$ cat src/rtl/csr_gate_pkg.sv
package csr_gate_pkg;

    typedef enum logic [1:0] {
        RES_OK      = 2'b00,
        RES_ILLEGAL = 2'b01,
        RES_VIRTUAL = 2'b10
    } csr_res_e;

    localparam logic [1:0] LVL_USER  = 2'd0;
    localparam logic [1:0] LVL_SUPER = 2'd1;
    localparam logic [1:0] LVL_HYPER = 2'd2;
    localparam logic [1:0] LVL_MACH  = 2'd3;

    typedef struct packed {
        logic     vld;
        csr_res_e res;
    } rsp_t;

endpackage

$ cat src/rtl/csr_wr_intent.sv
module csr_wr_intent #(
    parameter int SRC_W = 5
) (
    input  logic             form_swap,
    input  logic [SRC_W-1:0] src_field,
    output logic             wr_intent
);
    // swap always writes; set/clear write only with a nonzero source
    always_comb begin
        wr_intent = form_swap | (|src_field);
    end
endmodule

$ cat src/rtl/csr_perm_eval.sv
module csr_perm_eval
    import csr_gate_pkg::*;
(
    input  logic [3:0] addr_hi,
    input  logic       wr_intent,
    input  logic [1:0] priv,
    input  logic       virt,
    input  logic       has_s,
    input  logic       has_h,
    input  logic       addr_impl,
    output csr_res_e   verdict
);
    logic [1:0] need_lvl;
    logic       read_only;
    logic [1:0] eff_lvl;
    logic       ext_missing;
    logic       violation;

    always_comb begin
        need_lvl    = addr_hi[1:0];
        read_only   = (addr_hi[3:2] == 2'b11);
        eff_lvl     = (priv == LVL_SUPER && !virt) ? LVL_HYPER : priv;
        ext_missing = (need_lvl == LVL_SUPER && !has_s) ||
                      (need_lvl == LVL_HYPER && !has_h);
        violation   = (wr_intent && read_only) || (eff_lvl < need_lvl);

        if (!addr_impl) begin
            verdict = RES_ILLEGAL;
        end else if (ext_missing) begin
            verdict = RES_ILLEGAL;
        end else if (violation) begin
            verdict = (virt && need_lvl <= LVL_HYPER) ? RES_VIRTUAL : RES_ILLEGAL;
        end else begin
            verdict = RES_OK;
        end
    end

    always_comb begin
        if (verdict == RES_VIRTUAL) begin
            a_virtual_only_when_virt_r7: assert (virt && addr_impl);
        end
    end
endmodule

$ cat src/rtl/csr_gate.sv
module csr_gate
    import csr_gate_pkg::*;
#(
    parameter int ADDR_W = 12,
    parameter int SRC_W  = 5
) (
    input  logic              clk,
    input  logic              rst_n,
    input  logic              req_valid,
    input  logic [ADDR_W-1:0] csr_addr,
    input  logic              form_swap,
    input  logic [SRC_W-1:0]  src_field,
    input  logic [1:0]        priv,
    input  logic              virt,
    input  logic              has_s,
    input  logic              has_h,
    input  logic              addr_impl,
    output logic              rsp_valid,
    output logic [1:0]        rsp_result
);
    localparam int HI_LSB = ADDR_W - 4;

    logic     wr_intent;
    csr_res_e verdict;
    rsp_t     rsp_d, rsp_q;
    logic     unused_lo;

    assign unused_lo = ^csr_addr[HI_LSB-1:0];

    csr_wr_intent #(.SRC_W(SRC_W)) u_wr (
        .form_swap (form_swap),
        .src_field (src_field),
        .wr_intent (wr_intent)
    );

    csr_perm_eval u_eval (
        .addr_hi   (csr_addr[ADDR_W-1:HI_LSB]),
        .wr_intent (wr_intent),
        .priv      (priv),
        .virt      (virt),
        .has_s     (has_s),
        .has_h     (has_h),
        .addr_impl (addr_impl),
        .verdict   (verdict)
    );

    always_comb begin
        rsp_d     = rsp_q;
        rsp_d.vld = req_valid;
        rsp_d.res = req_valid ? verdict : RES_OK;
    end

    always_ff @(posedge clk) begin
        if (!rst_n) begin
            rsp_q <= '{vld: 1'b0, res: RES_OK};
        end else begin
            rsp_q <= rsp_d;
        end
    end

    assign rsp_valid  = rsp_q.vld;
    assign rsp_result = rsp_q.res;

    p_valid_follows_r2: assert property (@(posedge clk) disable iff (!rst_n)
        req_valid |=> rsp_valid);
    p_idle_clear_r2: assert property (@(posedge clk) disable iff (!rst_n)
        !req_valid |=> (!rsp_valid && rsp_result == 2'b00));
    p_no_code3_r2: assert property (@(posedge clk) disable iff (!rst_n)
        rsp_result != 2'b11);
    p_unimpl_illegal_r3: assert property (@(posedge clk) disable iff (!rst_n)
        (req_valid && !addr_impl) |=> rsp_result == 2'b01);
    p_ext_missing_r4: assert property (@(posedge clk) disable iff (!rst_n)
        (req_valid && addr_impl &&
         ((csr_addr[HI_LSB+1:HI_LSB] == 2'd1 && !has_s) ||
          (csr_addr[HI_LSB+1:HI_LSB] == 2'd2 && !has_h))) |=> rsp_result == 2'b01);
    p_no_virtual_without_v_r7: assert property (@(posedge clk) disable iff (!rst_n)
        (req_valid && !virt) |=> rsp_result != 2'b10);
    p_machine_reg_no_virtual_r7: assert property (@(posedge clk) disable iff (!rst_n)
        (req_valid && csr_addr[HI_LSB+1:HI_LSB] == 2'd3) |=> rsp_result != 2'b10);
endmodule

$ cat config.mk
export PLATFORM = sky130hd
export DESIGN_NAME = csr_gate
export DESIGN_NICKNAME = d
export VERILOG_FILES = /design/src/rtl/csr_gate_pkg.sv /design/src/rtl/csr_wr_intent.sv /design/src/rtl/csr_perm_eval.sv /design/src/rtl/csr_gate.sv
export SDC_FILE = /design/constraint.sdc
export NUM_CORES = 1
export LEC_CHECK = 0
export ABC_AREA = 1
export ABC_CLOCK_PERIOD_IN_PS = 800
export BUFFER_PORTS_ARGS = -buffer_cell sky130_fd_sc_hd__buf_4
export CAP_MARGIN = 5
export CORE_AREA = 5 5 42 44
export DETAILED_ROUTE_END_ITERATION = 12
export DIE_AREA = 0 0 47 49
export GPL_ROUTABILITY_DRIVEN = 0
export HOLD_SLACK_MARGIN = 0.05
export PLACE_DENSITY = 0.53
export SLEW_MARGIN = 20
export SYNTH_ARGS = -nofsm -noshare
export SYNTH_HDL_FRONTEND = slang
export SYNTH_SLANG_ARGS = --single-unit
$ cat constraint.sdc
create_clock -name clk -period 0.8 [get_ports clk]
set_input_delay 0.04 -clock clk [delete_from_list [all_inputs] [get_ports clk]]
set_output_delay 0.04 -clock clk [all_outputs]
set_load 0.05 [all_outputs]
==> PnR_summary.wiki, run 1 <==
{| class="wikitable"
! Metric !! Value
|-
| Outcome || complete, no violations
|-
| Via/cell ratio || 3.89
|-
| Category of the worst setup path capture point || output pin
|-
| Die footprint || 0.00230 mm2
|-
| Net count after synthesis || 58
|-
| Total setup violations reported at the end of the flow || 0
|-
| Number of failing hold endpoints at the final stage || 0
|-
| Most frequent cells in the layout || sky130_fd_sc_hd__buf_4 (19), sky130_fd_sc_hd__nand2_1 (6), sky130_fd_sc_hd__inv_1 (4), sky130_fd_sc_hd__nor2_1 (4)
|-
| Cell area after layout || 448 um2
|-
| Relative slew slack || 86.1%
|-
| Crit Path Category || reg -> out
|-
| Nets || 87
|-
| Post-detailed-route DRC marker count || 0
|-
| Vias in the first global route || 281
|-
| Maximum number of pins on one net before global-route repair || 5
|-
| Post-detailed-route count of antenna-violating nets || 0
|-
| Worst setup slack after placement || -212 ps
|-
| Remaining global-route overflow || 0
|-
| Fin crit share || 94.5%
|-
| Effective utilization at floorplan || 13.8%
|-
| Count of non-filler cells in the finished layout || 74
|-
| Horizontal extent of the die || 47 um
|-
| Number of unique standard cell types used by synthesis || 13
|-
| Max capacitance violation total || 0
|-
| Drt pass-1 iters || 1
|-
| Antenna violations before repair || 0
|-
| Mean instance size in the synthesized netlist || 6.46 um2
|-
| Peak supply drop || 0.000337 V
|-
| Vias || 288
|-
| TritonCTS clock tree || done
|-
| I/O Buffers || 21
|-
| Total core area || 0.00140 mm2
|-
| Clock Path Buffers || 2
|-
| Family with the most delay on the worst path || flip-flops
|-
| Layout area overhead || 131%
|-
| Min Hold Slack || 99.1 ps
|-
| Detailed Route Iter0 Violations || 0
|-
| Slowest cell on the critical path || sky130_fd_sc_hd__dfxtp_1
|-
| Die boundary height || 49 um
|-
| Total Routing Usage GR || 5.91%
|-
| Final Max Tran Viols || 0
|-
| Clk slew on worst S/H paths || 40 ps
|-
| N_diodes || 0
|-
| Sink count of the clock tree || 3
|-
| Global-route wire length before repair || 952 um
|-
| Sequential fraction of the synthesis area || 31.0%
|-
| Ports placed on the boundary || 30
|-
| Worst stage delay on the critical path || 300 ps
|-
| Actual transition at the worst max-transition pin || 206 ps
|-
| Total number of placement rows || 14
|-
| Min setup slack post-route || 43.7 ps
|-
| Time the final worst path needs with I/O delays and setup || 756 ps
|-
| Worst Hold Depth || 3
|-
| Stages on the worst setup path || 1
|-
| Unrepaired setup endpoints after global routing || true
|-
| Post-synthesis register bit count || 3
|-
| Area of placed instances || 389 um2
|-
| Wire length reported by the detailed router || 548 um
|-
| Setup crit start kind || flop
|-
| Warning count from the yosys run || 0
|-
| Required time at the endpoint of the critical path || 760 ps
|-
| Fraction of layout instances using a drive strength above 1 || 51.7%
|-
| Worst-path fanout max || 1
|-
| Synthesized cell area || 194 um2
|-
| Number of cells in the design after placement || 69
|-
| Most common cell after layout, fill and taps aside || sky130_fd_sc_hd__buf_4
|-
| Leakage || 0.248 nW
|-
| Worst path cell trace || buf_4
|-
| Pwr/cell area || 1350 mW/mm2
|-
| Total number of H-tree levels || 1
|-
| Arrival time of data at the critical path endpoint || 720 ps
|-
| Avg WL per Cell || 7.41 um
|-
| Hold WC Path Type || in -> reg
|-
| Root Buffer Master || sky130_fd_sc_hd__clkbuf_4
|-
| Buf+Inv Stages, Crit Path || 1
|-
| CTS Buf Count || 3
|-
| Fmax achieved || 1320 MHz
|-
| Gate count after technology mapping || 30
|}
-- synth_stat cells --
cell type                 n  area share, %
sky130_fd_sc_hd__o21ai_1  1            2.6
sky130_fd_sc_hd__nand3_1  2            5.2
sky130_fd_sc_hd__ha_1     1            6.5
sky130_fd_sc_hd__a21o_1   1            3.9
sky130_fd_sc_hd__nand2_1  6             12
sky130_fd_sc_hd__nor3_1   2            5.2
sky130_fd_sc_hd__dfxtp_1  3             31
sky130_fd_sc_hd__inv_1    5            9.7
sky130_fd_sc_hd__and3_1   1            3.2
sky130_fd_sc_hd__nor3b_2  1            6.5
sky130_fd_sc_hd__nor2_1   4            7.7
sky130_fd_sc_hd__a21oi_1  2            5.2
sky130_fd_sc_hd__inv_2    1            1.9
-- flip-flops by register name, indices dropped and copies added, names as in the netlist --
name and cells:
rsp_valid 1, rsp_result 2
-- kinds of logic (layout without fill, tap and decap cells) --
logic type	Yosys count	in the layout	share of synthesized area (%)
AO/OA/AOI/OAI	4	4	11.6
adder cells (fa/ha/maj)	1	1	6.45
buffers and inverters	6	34	11.6
flip-flops	3	3	31.0
AND/OR/NAND/NOR	16	16	39.4
-- where the power goes --
part           internal (mW)  total (mW)  switching (mW)  leakage [nW]
combinational          0.106       0.179          0.0738         0.208
clock                  0.187       0.265          0.0782        0.0150
sequential             0.157       0.159         0.00218        0.0247
-- layer usage --
layer	GRT usage [%]	wire length (um)	vias up
li1	-	-	153
met1	6.14	193	119
met2	7.92	280	14
met3	3.32	57	2
met4	5.53	16	0
met5	0	0	-
-- final timing paths --
check	endpoint	startpoint
worst max-delay path	rsp_result[1]	rsp_result[1]$_SDFF_PP0_
worst min-delay path	rsp_result[0]$_SDFF_PN0_	req_valid
-- metrics by stage --
step           power (mW)  setup TNS, ps  utilization [%]
2_1_floorplan       0.230          -61.2                -
3_3_place_gp        0.325           -381             27.8
3_5_place_dp        0.328           -403             27.8
4_1_cts             0.605              0             30.4
5_1_grt             0.652              0             32.0
6_report            0.604              0             32.0
-- layout make-up --
| type | instances | area, um2 |
|---|---|---|
| fillers | 159 | 953 |
| flip-flops and latches | 3 | 60.1 |
| clock buffers | 4 | 26.3 |
| well taps | 16 | 20.0 |
| inverters | 6 | 25.0 |
| repair buffers | 24 | 201 |
| multi-input cells | 21 | 115 |
-- timing repair --
action / CTS / global route
hold buffers: 1 / 0
hold endpoints to repair: 1 / 0
gates resized for setup: 0 / 6
setup endpoints to repair: 0 / 2
buffers inserted: 0 / 0
Power figures use the tool's default switching activity.
==> inputs of run 2 (changes only) <==
--- a/config.mk
+++ b/config.mk
@@ -7,7 +7,7 @@
 export LEC_CHECK = 0
 export ABC_AREA = 1
 export ABC_CLOCK_PERIOD_IN_PS = 800
-export BUFFER_PORTS_ARGS = -buffer_cell sky130_fd_sc_hd__buf_4
+export BUFFER_PORTS_ARGS = -buffer_cell sky130_fd_sc_hd__buf_2
 export CAP_MARGIN = 5
 export CORE_AREA = 5 5 42 44
 export DETAILED_ROUTE_END_ITERATION = 12
==> run 2 against run 1 <==
Clock power about the same. Combinational power decreased by 16%. Sequential share of layout area increased by 2.1 points. Fmax decreased by 4.3%. Count of clock-buffer cells in the layout unchanged. Sequential cell count unchanged. Die area unchanged. Critical path type is now in -> reg. Critical endpoint is now rsp_result[0]$_SDFF_PN0_. Largest cell class unchanged. Highest routed layer unchanged.
==> PnR_summary.wiki, run 2 (same netlist as run 1, synthesis figures left out) <==
{| class="wikitable"
! Metric !! Value
|-
| Outcome || complete, no violations
|-
| Antenna violations before repair || 0 (unchanged)
|-
| Total Routing Usage GR || 5.98% (+0.066 points)
|-
| Max reg flops || 2 (unchanged)
|-
| Final Core Density || 27.6% (-4.4 points)
|-
| Setup crit start kind || input pin
|-
| Global routing usage on met2 || 8.82% (+0.90 points)
|-
| Overall power after layout || 574 uW (-5.0%)
|-
| Arrival time of data at the critical path endpoint || 960 ps (+240 ps)
|-
| Remaining global-route overflow || 0 (unchanged)
|-
| Global-route wire length before repair || 903 um (-5.1%)
|-
| Area of placed instances || 329 um2 (-15%)
|-
| Worst-path fanout max || 2 (+1)
|-
| Nets || 86 (-1.1%)
|-
| Pwr/cell area || 1480 mW/mm2 (+10%)
|-
| Met3 routing resource usage after global routing || 1.48% (-1.8 points)
|-
| Hold WC Path Type || in -> reg
|-
| Clock Path Buffers || 2 (unchanged)
|-
| Min setup slack post-route || 9.83 ps (-33.9 ps)
|-
| Wire length reported by the detailed router || 598 um (+9.1%)
|-
| Fin crit share || 98.8% (+4.2 points)
|-
| Total number of placement rows || 14 (unchanged)
|-
| Ports placed on the boundary || 30 (unchanged)
|-
| Actual transition at the worst max-transition pin || 210 ps (+3.76 ps)
|-
| Peak supply drop || 0.000323 V (-4.2%)
|-
| Effective utilization at floorplan || 13.8% (unchanged)
|-
| Cell area after layout || 387 um2 (-14%)
|-
| I/O Buffers || 21 (unchanged)
|-
| Total core area || 0.00140 mm2 (unchanged)
|-
| Total number of H-tree levels || 1 (unchanged)
|-
| Most common cell after layout, fill and taps aside || sky130_fd_sc_hd__buf_2
|-
| Final Max Tran Viols || 0 (unchanged)
|-
| Die boundary height || 49 um (unchanged)
|-
| Max capacitance violation total || 0 (unchanged)
|-
| Relative slew slack || 85.9% (-0.25 points)
|-
| Unrepaired setup endpoints after global routing || true
|-
| Layout area overhead || 99.4%
|-
| Layer carrying the most global-route usage || met4
|-
| Maximum number of pins on one net before global-route repair || 5 (unchanged)
|-
| Via/cell ratio || 3.75 (-3.6%)
|-
| Fmax achieved || 1270 MHz (-4.3%)
|-
| TritonCTS clock tree || done
|-
| Crit Path Category || in -> reg
|-
| Post-detailed-route DRC marker count || 0 (unchanged)
|-
| N_diodes || 0 (unchanged)
|-
| Total setup violations reported at the end of the flow || 0 (unchanged)
|-
| Met1 Resource Use GR || 4.60% (-1.5 points)
|-
| Number of failing hold endpoints at the final stage || 0 (unchanged)
|-
| Most frequent cells in the layout || sky130_fd_sc_hd__buf_2 (17), sky130_fd_sc_hd__nand2_1 (6), sky130_fd_sc_hd__inv_1 (4), sky130_fd_sc_hd__nor2_1 (4), sky130_fd_sc_hd__buf_4 (4)
|-
| Avg WL per Cell || 8.19 um (+11%)
|-
| Drt pass-1 iters || 1 (unchanged)
|-
| Category of the worst setup path capture point || flop
|-
| CTS Buf Count || 3 (unchanged)
|-
| Clk slew on worst S/H paths || 40 ps (about the same)
|-
| Fraction of layout instances using a drive strength above 1 || 50.9% (-0.85 points)
|-
| Worst setup slack after placement || -255 ps (-43.0 ps)
|-
| Required time at the endpoint of the critical path || 970 ps (+210 ps)
|-
| Detailed Route Iter0 Violations || 0 (unchanged)
|-
| Vias in the first global route || 262 (-6.8%)
|-
| Vias || 274 (-4.9%)
|-
| Die footprint || 0.00230 mm2 (unchanged)
|-
| Sink count of the clock tree || 3 (unchanged)
|-
| Time the final worst path needs with I/O delays and setup || 790 ps (+33.9 ps)
|-
| Root Buffer Master || sky130_fd_sc_hd__clkbuf_4
|-
| Leakage || 0.225 nW (-9.3%)
|-
| HPWL Detailed || 517 um
|-
| Horizontal extent of the die || 47 um (unchanged)
|-
| Post-detailed-route count of antenna-violating nets || 0 (unchanged)
|}
run 2: cell types whose count changed in the layout (fill, tap and decap cells not counted), sizes merged:
cell / change
buf: -1
run 2: final timing paths:
check / from / slack, ps / cells past startpoint / endpoint
hold / removal: req_valid / 90 / 3 / rsp_result[0]$_SDFF_PN0_
setup / recovery: virt / 10 / 9 / rsp_result[0]$_SDFF_PN0_
run 2: per-layer routing:
metal / up-vias / part of all wire, %
li1: 151 / -
met1: 107 / 32
met2: 14 / 53
met3: 2 / 12
met4: 0 / 3.2
met5: - / 0
run 2: repair_timing:
| item | 4_1_cts | 5_1_grt |
|---|---|---|
| gates resized for setup | 3 | 4 |
| pin swaps | 1 | 7 |
| cloned | 0 | 0 |
| buffers inserted | 0 | 0 |
| hold endpoints to repair | 1 | 0 |
| hold buffers | 1 | 0 |
| setup endpoints to repair | 4 | 2 |
run 2: metrics by stage:
step	cells	hold WS (ps)	TNS (ps)
2_1_floorplan	30	169	-61.2
3_3_place_gp	68	278	-409
3_5_place_dp	68	279	-470
4_1_cts	73	85.5	0
5_1_grt	73	115	-85.9
6_report	73	85.6	0
run 2: where the power goes:
group	internal [mW]	switching [mW]	total, mW	leakage [nW]
combinational	0.0749	0.0751	0.150	0.185
sequential	0.157	0.00159	0.159	0.0247
clock	0.187	0.0783	0.265	0.0150
total	0.419	0.155	0.574	0.225
run 2: critical path, cell delays in order:
cell and delay, ps:
sky130_fd_sc_hd__buf_8 80, sky130_fd_sc_hd__inv_4 20, sky130_fd_sc_hd__a21o_1 170, sky130_fd_sc_hd__ha_1 290, sky130_fd_sc_hd__nand2_1 60, sky130_fd_sc_hd__nand2_1 50, sky130_fd_sc_hd__nand2_1 70, sky130_fd_sc_hd__nand2_1 60
sky130_fd_sc_hd__a21oi_2 120
run 2: cell type report:
| type | instances | area, um2 |
|---|---|---|
| clock buffer | 4 | 26.3 |
| fill | 167 | 1010 |
| inverter | 6 | 25.0 |
| multi-input combinational | 21 | 115 |
| sequential | 3 | 60.1 |
| tap | 16 | 20.0 |
| timing repair buffer | 23 | 140 |
